`src/rtl/opl_pkg.sv`:
```
package opl_pkg;
  // Instruction field positions (behaviour depends on these)
  localparam int LONG_FLAG_BIT = 0;
  localparam int IMM_FLAG_BIT  = 1;
  localparam int SRC_LSB       = 4;
  localparam int DST_LSB       = 8;
  localparam int ADDR_W        = 4;
  localparam int NIB_LSB       = 12;
  localparam int LONG_LSB      = 16;
  localparam int AUX_BIT       = 20;
  localparam int SHORT_IMM_W   = 2;   // width of long-immediate bits above the nibble

  typedef enum logic [1:0] {
    HI_FROM_BUS      = 2'b00,
    HI_FROM_NIB_SIGN = 2'b01,
    HI_FROM_FIELD    = 2'b10,
    HI_FROM_LONG_IMM = 2'b11
  } hi_sel_e;

  typedef struct packed {
    logic is_long;
    logic is_imm;
  } form_t;

  function automatic form_t decode_form(input logic [1:0] low2);
    form_t f;
    f.is_long = low2[LONG_FLAG_BIT];
    f.is_imm  = low2[IMM_FLAG_BIT];
    return f;
  endfunction
endpackage

```
`src/rtl/opl_rst_sync.sv`:
```
module opl_rst_sync (
  input  logic clk,
  input  logic rst_n,
  output logic rst_sync_n
);
  logic stage1_q;
  logic stage2_q;

  always_ff @(posedge clk or negedge rst_n) begin
    if (!rst_n) begin
      stage1_q <= 1'b0;
      stage2_q <= 1'b0;
    end else begin
      stage1_q <= 1'b1;
      stage2_q <= stage1_q;
    end
  end

  assign rst_sync_n = stage2_q;
endmodule

```
`src/rtl/opl_lo_mux.sv`:
```
module opl_lo_mux #(
  parameter int NIB_W = 4
) (
  input  logic             is_imm,
  input  logic [NIB_W-1:0] bus_lo,
  input  logic [NIB_W-1:0] insn_nib,
  output logic [NIB_W-1:0] lo_val
);
  always_comb begin
    lo_val = is_imm ? insn_nib : bus_lo;
  end
endmodule

```
`src/rtl/opl_hi_mux.sv`:
```
module opl_hi_mux #(
  parameter int HI_W   = 12,
  parameter int NARROW = 2
) (
  input  opl_pkg::hi_sel_e sel,
  input  logic [HI_W-1:0]  bus_hi,
  input  logic             nib_sign,
  input  logic [HI_W-1:0]  long_field,
  output logic [HI_W-1:0]  hi_val
);
  import opl_pkg::*;

  logic [HI_W-1:0] long_imm_ext;

  // Narrow long immediate: low NARROW bits taken, the rest copy its top bit
  for (genvar i = 0; i < HI_W; i++) begin : g_ext
    if (i < NARROW) begin : g_keep
      assign long_imm_ext[i] = long_field[i];
    end else begin : g_sign
      assign long_imm_ext[i] = long_field[NARROW-1];
    end
  end

  always_comb begin
    unique case (sel)
      HI_FROM_BUS:      hi_val = bus_hi;
      HI_FROM_NIB_SIGN: hi_val = {HI_W{nib_sign}};
      HI_FROM_FIELD:    hi_val = long_field;
      HI_FROM_LONG_IMM: hi_val = long_imm_ext;
      default:          hi_val = bus_hi;
    endcase
  end
endmodule

```
`src/rtl/opl_ext_detect.sv`:
```
module opl_ext_detect #(
  parameter int               OP_W    = 5,
  parameter logic [OP_W-1:0]  OPC_ADD = 5'h01,
  parameter int               ADDR_W  = 4
) (
  input  logic [OP_W-1:0]   opcode,
  input  logic [1:0]        form_bits,
  input  logic [ADDR_W-1:0] src_addr,
  input  logic [ADDR_W-1:0] dst_addr,
  input  logic              aux_flag,
  input  logic              imm_sign,
  output logic              hit
);
  logic is_add;
  logic pc_src;
  logic pc_dst;
  logic ext_form;

  always_comb begin
    is_add   = (opcode == OPC_ADD);
    ext_form = (form_bits == 2'b11);
    pc_src   = (src_addr == '0);
    pc_dst   = (dst_addr == '0);
    hit      = is_add && ext_form && pc_src && pc_dst && aux_flag && !imm_sign;
  end
endmodule

```
`src/rtl/opl_operand_latch.sv`:
```
module opl_operand_latch #(
  parameter int               DATA_W  = 16,
  parameter int               INSN_W  = 32,
  parameter int               OP_W    = 5,
  parameter logic [OP_W-1:0]  OPC_ADD = 5'h01
) (
  input  logic              clk,
  input  logic              rst_n,
  input  logic              ph1_en,
  input  logic              ph2_en,
  input  logic [OP_W-1:0]   opcode,
  input  logic [INSN_W-1:0] insn,
  input  logic [DATA_W-1:0] rbus,
  output logic [DATA_W-1:0] operand,
  output logic              carry_in
);
  import opl_pkg::*;

  localparam int NIB_W    = 4;
  localparam int HI_W     = DATA_W - NIB_W;
  localparam int FIELD_HI = LONG_LSB + HI_W - 1;
  localparam int IMM_SIGN = LONG_LSB + SHORT_IMM_W - 1;

  logic              rst_sync_n;
  form_t             form;
  hi_sel_e           sel_ph1;
  hi_sel_e           sel_ph2;
  logic [NIB_W-1:0]  lo_ph1;
  logic [HI_W-1:0]   hi_ph1;
  logic [HI_W-1:0]   hi_ph2;
  logic              ext_hit;
  logic [DATA_W-1:0] lat_q, lat_d;
  logic              ext_q, ext_d;
  logic              load_en;
  logic [INSN_W-1:FIELD_HI+1] unused_insn_hi;
  logic [3:2]        unused_insn_lo;

  assign unused_insn_hi = insn[INSN_W-1:FIELD_HI+1];
  assign unused_insn_lo = insn[3:2];

  opl_rst_sync u_rst_sync (
    .clk        (clk),
    .rst_n      (rst_n),
    .rst_sync_n (rst_sync_n)
  );

  always_comb begin
    form    = decode_form(insn[1:0]);
    sel_ph1 = form.is_imm ? HI_FROM_NIB_SIGN : HI_FROM_BUS;
    sel_ph2 = form.is_imm ? HI_FROM_LONG_IMM : HI_FROM_FIELD;
  end

  opl_lo_mux #(.NIB_W(NIB_W)) u_lo_mux (
    .is_imm   (form.is_imm),
    .bus_lo   (rbus[NIB_W-1:0]),
    .insn_nib (insn[NIB_LSB +: NIB_W]),
    .lo_val   (lo_ph1)
  );

  opl_hi_mux #(.HI_W(HI_W), .NARROW(SHORT_IMM_W)) u_hi_mux_ph1 (
    .sel        (sel_ph1),
    .bus_hi     (rbus[DATA_W-1:NIB_W]),
    .nib_sign   (insn[NIB_LSB+NIB_W-1]),
    .long_field (insn[FIELD_HI:LONG_LSB]),
    .hi_val     (hi_ph1)
  );

  opl_hi_mux #(.HI_W(HI_W), .NARROW(SHORT_IMM_W)) u_hi_mux_ph2 (
    .sel        (sel_ph2),
    .bus_hi     (rbus[DATA_W-1:NIB_W]),
    .nib_sign   (insn[NIB_LSB+NIB_W-1]),
    .long_field (insn[FIELD_HI:LONG_LSB]),
    .hi_val     (hi_ph2)
  );

  opl_ext_detect #(.OP_W(OP_W), .OPC_ADD(OPC_ADD), .ADDR_W(ADDR_W)) u_ext_detect (
    .opcode    (opcode),
    .form_bits (insn[1:0]),
    .src_addr  (insn[SRC_LSB +: ADDR_W]),
    .dst_addr  (insn[DST_LSB +: ADDR_W]),
    .aux_flag  (insn[AUX_BIT]),
    .imm_sign  (insn[IMM_SIGN]),
    .hit       (ext_hit)
  );

  // Next-state: phase 1 wins over phase 2
  always_comb begin
    load_en = ph1_en || ph2_en;
    lat_d   = lat_q;
    ext_d   = ext_q;
    if (ph1_en) begin
      lat_d = {hi_ph1, lo_ph1};
      ext_d = 1'b0;
    end else if (ph2_en) begin
      if (form.is_long) begin
        lat_d[DATA_W-1:NIB_W] = hi_ph2;
      end
      ext_d = ext_hit;
    end
  end

  always_ff @(posedge clk or negedge rst_sync_n) begin
    if (!rst_sync_n) begin
      lat_q <= '0;
      ext_q <= 1'b0;
    end else if (load_en) begin
      lat_q <= lat_d;
      ext_q <= ext_d;
    end
  end

  // Post-latch doubling with forced low bit
  always_comb begin
    operand  = ext_q ? {lat_q[DATA_W-2:0], 1'b1} : lat_q;
    carry_in = ext_q;
  end
endmodule

```
`config.mk`:
```
export PLATFORM = sky130hd
export DESIGN_NAME = opl_operand_latch
export DESIGN_NICKNAME = d
export VERILOG_FILES = /design/src/rtl/opl_pkg.sv /design/src/rtl/opl_rst_sync.sv /design/src/rtl/opl_lo_mux.sv /design/src/rtl/opl_hi_mux.sv /design/src/rtl/opl_ext_detect.sv /design/src/rtl/opl_operand_latch.sv
export SDC_FILE = /design/constraint.sdc
export NUM_CORES = 1
export LEC_CHECK = 0
export ABC_AREA = 1
export BUFFER_PORTS_ARGS = -buffer_cell sky130_fd_sc_hd__buf_2
export CAP_MARGIN = 40
export CORE_MARGIN = 1
export CORE_UTILIZATION = 40
export CTS_BUF_LIST = sky130_fd_sc_hd__clkbuf_4 sky130_fd_sc_hd__clkbuf_8
export CTS_CLUSTER_SIZE = 30
export DETAILED_ROUTE_END_ITERATION = 12
export GPL_ROUTABILITY_DRIVEN = 0
export PLACE_DENSITY = 0.8
export SYNTH_ARGS = -nofsm -noshare
export SYNTH_HDL_FRONTEND = slang
export SYNTH_SLANG_ARGS = --single-unit
```
`constraint.sdc`:
```
create_clock -name clk -period 3.1 [get_ports clk]
set_input_delay 0.62 -clock clk [delete_from_list [all_inputs] [get_ports clk]]
set_output_delay 0.62 -clock clk [all_outputs]
set_load 0.005 [all_outputs]
```
# ---- Word-level counts from Yosys, hierarchy flattened
# Cells that the tools add are included.
dict set report op_classes {
  n_eq_ne 8
  mux 11
  n_reduce_logical 16
}
# operator count
set op_table {}
lappend op_table {{one-hot mux 12 bit (4 select lines)} 2}
lappend op_table {{2-to-1 mux 12 bit} 3}
lappend op_table {{2-to-1 mux 16 bit} 1}
lappend op_table {{logical NOT 4 bit} 2}
lappend op_table {{== test 2 bit, second input constant} 3}
lappend op_table {{== test 5 x 1 -> 1 bit, second input constant} 1}
lappend op_table {{logical AND 1 bit} 5}
lappend op_table {{== test 1 x 2 -> 1 bit, second input constant} 2}
lappend op_table {{logical NOT 2 bit} 2}
lappend op_table {{2-to-1 mux 1 bit} 4}
lappend op_table {{2-to-1 mux 4 bit} 1}
lappend op_table {{AND reduction 2 bit} 2}
lappend op_table {{nonzero test 2 bit} 2}
lappend op_table {{AND reduction 3 bit} 1}
lappend op_table {{== test 2 x 1 -> 1 bit, second input constant} 1}
lappend op_table {{== test 1 bit, second input constant} 1}
lappend op_table {{logical NOT 1 bit} 1}
lappend op_table {{logical OR 1 bit} 1}
dict set report totals {
  regBits 19
  out_inout_bits 17
  word_cells 40
}

# ---- Depth between registers and ports, before layout
# Gate-level depths: netlist of the first run.
dict set report logic_depth {
  ltp_word 8
  mapped_depth 7
}

# ---- Modules after synthesis
# A second synthesis of the first run with hierarchy kept.
dict set report hier_totals {
  hier_cells 286
  area_unflattened_um2 1699.1
}
# module instances cells_per_inst area_each_um2 seq_area_each_um2
set by_module_without_submodules {}
lappend by_module_without_submodules {opl_operand_latch 1 157 1011.0 425.4}
lappend by_module_without_submodules {opl_hi_mux 2 45 247.7 0.0}
lappend by_module_without_submodules {opl_ext_detect 1 23 90.1 0.0}
lappend by_module_without_submodules {opl_rst_sync 1 3 53.8 50.0}
lappend by_module_without_submodules {opl_lo_mux 1 13 48.8 0.0}

# ---- Worst setup path after synthesis of the first run
# OpenSTA, ideal clock, no wires.
dict set report synth_timing {
  path_kind {flip-flop to output port}
  start {reg ext_q, in the netlist carry_in}
  end {out operand[12]}
  arrival_ps 869
  required_time_ps 2480
  path_slack_ps 1611
  stages_incl_launch_ff 5
  n_path_buf 1
  path_cell_list {dfrtp_1 inv_1 clkbuf_1 nand2_1 o21ai_0}
}
dict set report synth_via {
  elab_chain_cells 1
}
# element line_no
set synth_rtl {}
lappend synth_rtl {{from (decl)} opl_operand_latch.sv:33} ;# logic ext_q, ext_d;
lappend synth_rtl {{from (signal assigned)} opl_operand_latch.sv:108} ;# ext_q <= ext_d;
lappend synth_rtl {{2-to-1 mux 16 bit} opl_operand_latch.sv:114} ;# operand = ext_q ? {lat_q[DATA_W-2:0], 1'b1} : lat_q;
lappend synth_rtl {{to (decl)} opl_operand_latch.sv:14} ;# output logic [DATA_W-1:0] operand,
# No other way between the ends.

# ---- Final worst setup path of the first run
dict set report layout_timing {
  start {reg ext_q, in the netlist carry_in}
  end {out operand[14]}
}
# The elaborated chain is that of the path after synthesis.

==> results of run 1 <==
## per-layer routing
| layer | wire (um) | GRT usage | share of wire | vias to the layer above |
|---|---|---|---|---|
| met5 | 0 | 0 | 0 | - |
| met4 | 85 | 0.125 | 0.028 | 0 |
| met3 | 171 | 0.0204 | 0.057 | 9 |
| met2 | 1370 | 0.323 | 0.45 | 48 |
| met1 | 1400 | 0.257 | 0.46 | 581 |
| li1 | - | - | - | 720 |
## flip-flops by register name (all words and copies together) (netlist names)
register and cells:
lat_q 16, u_rst_sync.stage1_q 1, carry_in 1, u_rst_sync.rst_sync_n 1
## cell families (layout without fill, tap and decap cells)
| kind of cell | Yosys count | count (layout) | synth area share |
|---|---|---|---|
| AND/OR/NAND/NOR | 109 | 109 | 0.359 |
| buffers and inverters | 24 | 89 | 0.0839 |
| AO/OA/AOI/OAI | 34 | 34 | 0.165 |
| flip-flops | 19 | 19 | 0.389 |
| other | 1 | 1 | 0.00307 |
## power breakdown
group / switching, mW / internal, mW / leakage, nW
clock network: 0.0770 / 0.0482 / 0.0177
logic: 0.0783 / 0.0695 / 0.650
registers: 0.0194 / 0.273 / 0.226
## worst reg2reg max path: cells and delay by family (launching register included)
family	cells	cell delay, ns
flip-flops	1	0.39
AND/OR/NAND/NOR	2	0.12
buffers and inverters	1	0.19
## how the worst max path moves through the flow
stage                  endpoint  depth (start not counted)  slack, ns     start
global route        operand[14]                          4       1.09  carry_in
floorplan           operand[12]                          4       1.61  carry_in
CTS                 operand[14]                          4       1.21  carry_in
detailed placement     lat_q[4]                          6       1.48   insn[1]
finish              operand[14]                          4       1.21  carry_in
global placement       lat_q[9]                          6       1.50   insn[1]
## placed cells by master, fill, tap and decap left out
cell type  instances
a21oi_4            1
a22oi_1            1
and2_0             1
buf_2             67
buf_4              1
clkbuf_4           3
clkinv_2           1
conb_1             1
dfrtp_1           19
inv_1             15
inv_2              2
nand2_1           70
nand2_4            1
nand3_1            5
nand3b_1           1
nand4_1            1
nor2_1            29
nor2_4             1
o211ai_1           5
o21ai_0           23
o22ai_1            4
## area by class of cell
cell class / instances / area share
clock buffers: 3 / 0.0141
well taps: 31 / 0.0244
clock inverters: 1 / 0.00314
inverters: 17 / 0.0401
flip-flops and latches: 19 / 0.299
repair buffers: 68 / 0.215
multi-input cells: 144 / 0.405
## per-stage QoR
stage,worst slack (ns),util
3_3_place_gp,1.50,0.553
6_report,1.21,0.563
3_5_place_dp,1.48,0.553
4_1_cts,1.21,0.563
2_1_floorplan,1.61,-
5_1_grt,1.09,0.563
==> results.sh, run 1 <==
export IMPL_arrival_ns=1.27
export IMPL_yosysTopAreaCell="dfrtp_1"
export IMPL_syn_area_per_cell_um2=6.54
export IMPL_r2r_end="carry_in"
export IMPL_holdWs_ns=0.0738
export IMPL_cts_max_path_buffers=2
export IMPL_ys_ff_latch=19
export IMPL_crit_buf_inv=2
export IMPL_syn_inst=187
export IMPL_drt_pass1_iterations=8
export IMPL_fmax_mhz=529
export IMPL_grt_pass1_vias=1195
export IMPL_start_util=0.432
export IMPL_antenna_cells=0
export IMPL_r2r_slack_ns=2.30
export IMPL_min_path_type="in2async"
export IMPL_setup_tns_ns=0
export IMPL_drtIter0Drc=61
export IMPL_crit_path_max_incr_delay_ns=0.39
export IMPL_yosys_top_cells_count="nand2_1, nor2_1, o21ai_0"
export IMPL_drv_slew=0
export IMPL_grtUsageTotal=0.199
export IMPL_grt_max_degree=21
export IMPL_final_layout_size_suffix_gt1_frac=0.306
export IMPL_port_buffers=67
export IMPL_viasPerCell=4.80
export IMPL_r2r_start="carry_in"
export IMPL_end_kind="output pin"
export IMPL_finalNonFillerCells=283
export IMPL_period_share=0.609
export IMPL_yosysMostFrequentCell="nand2_1"
export IMPL_die_w_um=57.3
export IMPL_cts_made_buffers=3
export IMPL_fp_row_count=19
export IMPL_maxSlewHeadroom=0.563
export IMPL_skew_ns=0.00439
export IMPL_synthArstFlopShare=1.00
export IMPL_ys_warn_count=0
export IMPL_syn_area_mm2=0.00122
export IMPL_dp_hpwl_um=2440
export IMPL_hold_violations=0
export IMPL_synth_top_area_frac=0.389
export IMPL_h_tree_depth=1
export IMPL_cp_max_fo=13
export IMPL_path_cells="inv_1 -> nand2_1 -> o21ai_0 -> buf_2"
export IMPL_wl_per_cell_um=10.7
export IMPL_critPathTopFamily="buffers and inverters"
export IMPL_peakVddDrop_mv=0.130
export IMPL_pin_count=74
export IMPL_cts_sinks=19
export IMPL_wl_um=3030
export IMPL_die_h_um=57.3
export IMPL_synthesis_nets=244
export IMPL_grt_ovfl_total=0
export IMPL_power_density_mw_per_mm2=355
export IMPL_ys_seq_area_frac=0.389
export IMPL_cts_tree="done"
export IMPL_grt_pass1_wl_um=4980
export IMPL_fillers=282
export IMPL_final_nets=310
export IMPL_synth_cell_types=20
export IMPL_synthTopCellsByArea="dfrtp_1, nand2_1, o21ai_0"
export IMPL_cts_hold_buf=0
export IMPL_antenna_found_initial=0
export IMPL_post_cts_setup_buffers=0
export IMPL_required_ns=2.48
export IMPL_via_count=1358
export IMPL_core_area_mm2=0.00283
export IMPL_cts_resized_gates=0
export IMPL_drc=2
export IMPL_antenna_left=0
export IMPL_postLayoutCellArea_mm2=0.00159
export IMPL_failed_checks="DRC"
export IMPL_rsz0062_at_grt="false"
export IMPL_outcome="finished with violations"
export IMPL_power_mw=0.565
export IMPL_reg2reg_depth=3
export IMPL_syn2layout_area_growth_pct=30.3
export IMPL_synthFlopType="dfrtp_1"
export IMPL_setup_viol=0
export IMPL_power_leakage_nw=0.894
export IMPL_die_area_mm2=0.00328
export IMPL_clk_pin_slew_worst_paths_ns=0.11
export IMPL_slowest_stage="dfrtp_1"
export IMPL_worst_pin_slew_ns=0.656
export IMPL_clkLatencyLatePin_ns=0.30
export IMPL_clockRootBuffer="clkbuf_4"
export IMPL_critPathLaunchType="flop"
export IMPL_dpl_cell_area_mm2=0.00157
export IMPL_min_period_ns=1.89
export IMPL_final_seq_area_um2=475
export IMPL_path_class="reg2out"
export IMPL_synth_edf_count=0
export IMPL_cap_violations=0
export IMPL_numPlacedInstances=279
export IMPL_multi_input_area_um2=644
Power figures use the tool's default switching activity.
==> run 2: changes to the inputs <==
==> constraint.sdc (replaced) <==
create_clock -name clk -period 1.9 [get_ports clk]
set_input_delay 0.38 -clock clk [delete_from_list [all_inputs] [get_ports clk]]
set_output_delay 0.38 -clock clk [all_outputs]
set_load 0.005 [all_outputs]
==> run 2 against run 1 <==
The flow still finishes with violations (DRC). First-iteration DRC count is 18% lower. Non-clock buffer count is 1 higher. Clock power is 66% higher. Hold slack better by 0.20 ns. Sequential share of layout area is 0.23 points lower. Register-to-register slack worse by 1.2 ns. Core utilization is 0.44 points higher. Final cell count is 0.35% higher. Critical path depth stayed put. Die area stayed put. Combinational power is 64% higher. Critical endpoint is now operand[12]. Highest routed layer unchanged.
==> results.sh, run 2 (synthesis gave the netlist of run 1 again) <==
export IMPL_setup_tns_ns=0
export IMPL_fmax_mhz=602
export IMPL_cp_max_fo=13
export IMPL_post_cts_setup_buffers=0
export IMPL_slowest_stage="dfrtp_1"
export IMPL_drc=2
export IMPL_hold_violations=0
export IMPL_cts_resized_gates=0
export IMPL_combPwrFrac=0.262
export IMPL_grt_max_degree=21
export IMPL_grt_pass1_vias=1249
export IMPL_critPathLaunchType="flop"
export IMPL_crit_start="carry_in"
export IMPL_worst_slack_ns=0.239
export IMPL_cts_tree="done"
export IMPL_maxSlewHeadroom=0.562
export IMPL_port_buffers=67
export IMPL_final_nets=311
export IMPL_crit_path_max_incr_delay_ns=0.40
export IMPL_r2r_slack_ns=1.08
export IMPL_failed_checks="DRC"
export IMPL_power_density_mw_per_mm2=578
export IMPL_worst_pin_slew_ns=0.658
export IMPL_endpoint="operand[12]"
export IMPL_die_area_mm2=0.00328
export IMPL_h_tree_depth=1
export IMPL_internal_power_mw=0.656
export IMPL_cts_sinks=19
export IMPL_skew_ns=0.00401
export IMPL_grt_ovfl_total=0
export IMPL_die_h_um=57.3
export IMPL_drt_pass1_iterations=8
export IMPL_cts_made_buffers=3
export IMPL_clockRootBuffer="clkbuf_4"
export IMPL_outcome="finished with violations"
export IMPL_peakVddDrop_mv=0.246
export IMPL_reg2reg_depth=3
export IMPL_wl_um=3060
export IMPL_grtUsageTotal=0.204
export IMPL_core_area_mm2=0.00283
export IMPL_post_place_ws_ns=0.531
export IMPL_power_leakage_nw=0.899
export IMPL_switching_power_mw=0.272
export IMPL_critPathTopFamily="buffers and inverters"
export IMPL_power_mw=0.928
export IMPL_via_count=1381
export IMPL_path_class="reg2out"
export IMPL_cp_depth=4
export IMPL_period_share=0.874
export IMPL_end_kind="output pin"
export IMPL_final_layout_size_suffix_gt1_frac=0.304
export IMPL_power_switching_share=0.293
export IMPL_cap_violations=0
export IMPL_syn2layout_area_growth_pct=31.3
export IMPL_fp_row_count=19
export IMPL_largest_register_ffs=16
export IMPL_path_cells="inv_1 -> nand2_1 -> o21ai_0 -> buf_2"
export IMPL_antenna_cells=0
export IMPL_layout_common_cells="nand2_1, buf_2, nor2_1, o21ai_0, dfrtp_1"
export IMPL_required_ns=1.52
export IMPL_viasPerCell=4.86
export IMPL_drtIter0Drc=50
export IMPL_die_w_um=57.3
export IMPL_seq_power_share=0.513
export IMPL_min_period_ns=1.66
export IMPL_grt_pass1_wl_um=5220
export IMPL_cts_max_path_buffers=2
export IMPL_wl_per_cell_um=10.8
export IMPL_final_common_cell="nand2_1"
export IMPL_drv_slew=0
export IMPL_rsz0062_at_grt="false"
export IMPL_dp_hpwl_um=2470
export IMPL_crit_buf_inv=2
export IMPL_pin_count=74
export IMPL_start_util=0.432
export IMPL_min_path_type="reg2async"
export IMPL_r2r_end="carry_in"
export IMPL_pwr_share_clk=0.225
export IMPL_r2r_start="carry_in"
export IMPL_antenna_left=0
export IMPL_clk_pin_slew_worst_paths_ns=0.10
export IMPL_top_register="lat_q"
export IMPL_clkLatencyLatePin_ns=0.29
export IMPL_arrival_ns=1.28
export IMPL_setup_viol=0
export IMPL_antenna_found_initial=0
[run 2: changes by cell type in the layout (fill, tap and decap cells not counted)]
cell / delta
clkbuf_4: +1
clkinv_2: -1
dlygate4sd3_1: +1
[run 2: worst min-delay path by stage]
stage	start	end	slack, ns	cells past startpoint
6_report	u_rst_sync.rst_sync_n	lat_q[4]	0.27	0
5_1_grt	u_rst_sync.rst_sync_n	lat_q[4]	0.34	0
4_1_cts	u_rst_sync.rst_sync_n	lat_q[4]	0.30	0
3_5_place_dp	rst_n	u_rst_sync.rst_sync_n	0.17	1
2_1_floorplan	rst_n	u_rst_sync.rst_sync_n	0.08	0
3_3_place_gp	rst_n	u_rst_sync.rst_sync_n	0.17	1
[run 2: worst register-to-register path, stage by stage, from the launching register on]
cell and delay [ns]:
dfrtp_1 0.40, buf_4 0.20, nand2_1 0.08, nand2_1 0.05
[run 2: power groups by stage]
| stage | logic, mW | clock network (mW) | registers (mW) |
|---|---|---|---|
| after floorplan | 0.134 | 0 | 0.476 |
| after global placement | 0.238 | 0 | 0.483 |
| after detailed placement | 0.243 | 0 | 0.484 |
| after CTS | 0.245 | 0.210 | 0.476 |
| after global routing | 0.279 | 0.234 | 0.483 |
| final | 0.243 | 0.208 | 0.476 |
[run 2: per-layer routing]
| metal | track usage | wire [um] | part of all wire | up-vias |
|---|---|---|---|---|
| met5 | 0 | 0 | 0 | - |
| met4 | 0.0732 | 15 | 0.0049 | 0 |
| met3 | 0.0181 | 175 | 0.057 | 2 |
| met2 | 0.366 | 1470 | 0.48 | 47 |
| met1 | 0.256 | 1400 | 0.46 | 607 |
| li1 | - | - | - | 725 |
[run 2: stage by stage]
step                cell area (um2)  utilization  std cells  hold slack, ns
finish                         1610        0.567        284           0.273
global route                   1610        0.567        284           0.335
CTS                            1610        0.567        284           0.296
detailed placement             1570        0.553        279           0.166
global placement               1570        0.553        279           0.165
floorplan                      1220            -        187          0.0844
[run 2: layout make-up]
type / count / area (um2)
fill: 304 / 1220
clock buffer: 4 / 30.0
timing repair buffer: 69 / 353
sequential: 19 / 475
inverter: 17 / 63.8
multi-input combinational: 144 / 644
tap: 31 / 38.8
[run 2: what timing repair did]
item / CTS / global route
endpoints found under the setup margin: 0 / 0
hold buffers: 1 / 0
endpoints found under the hold margin: 2 / 0
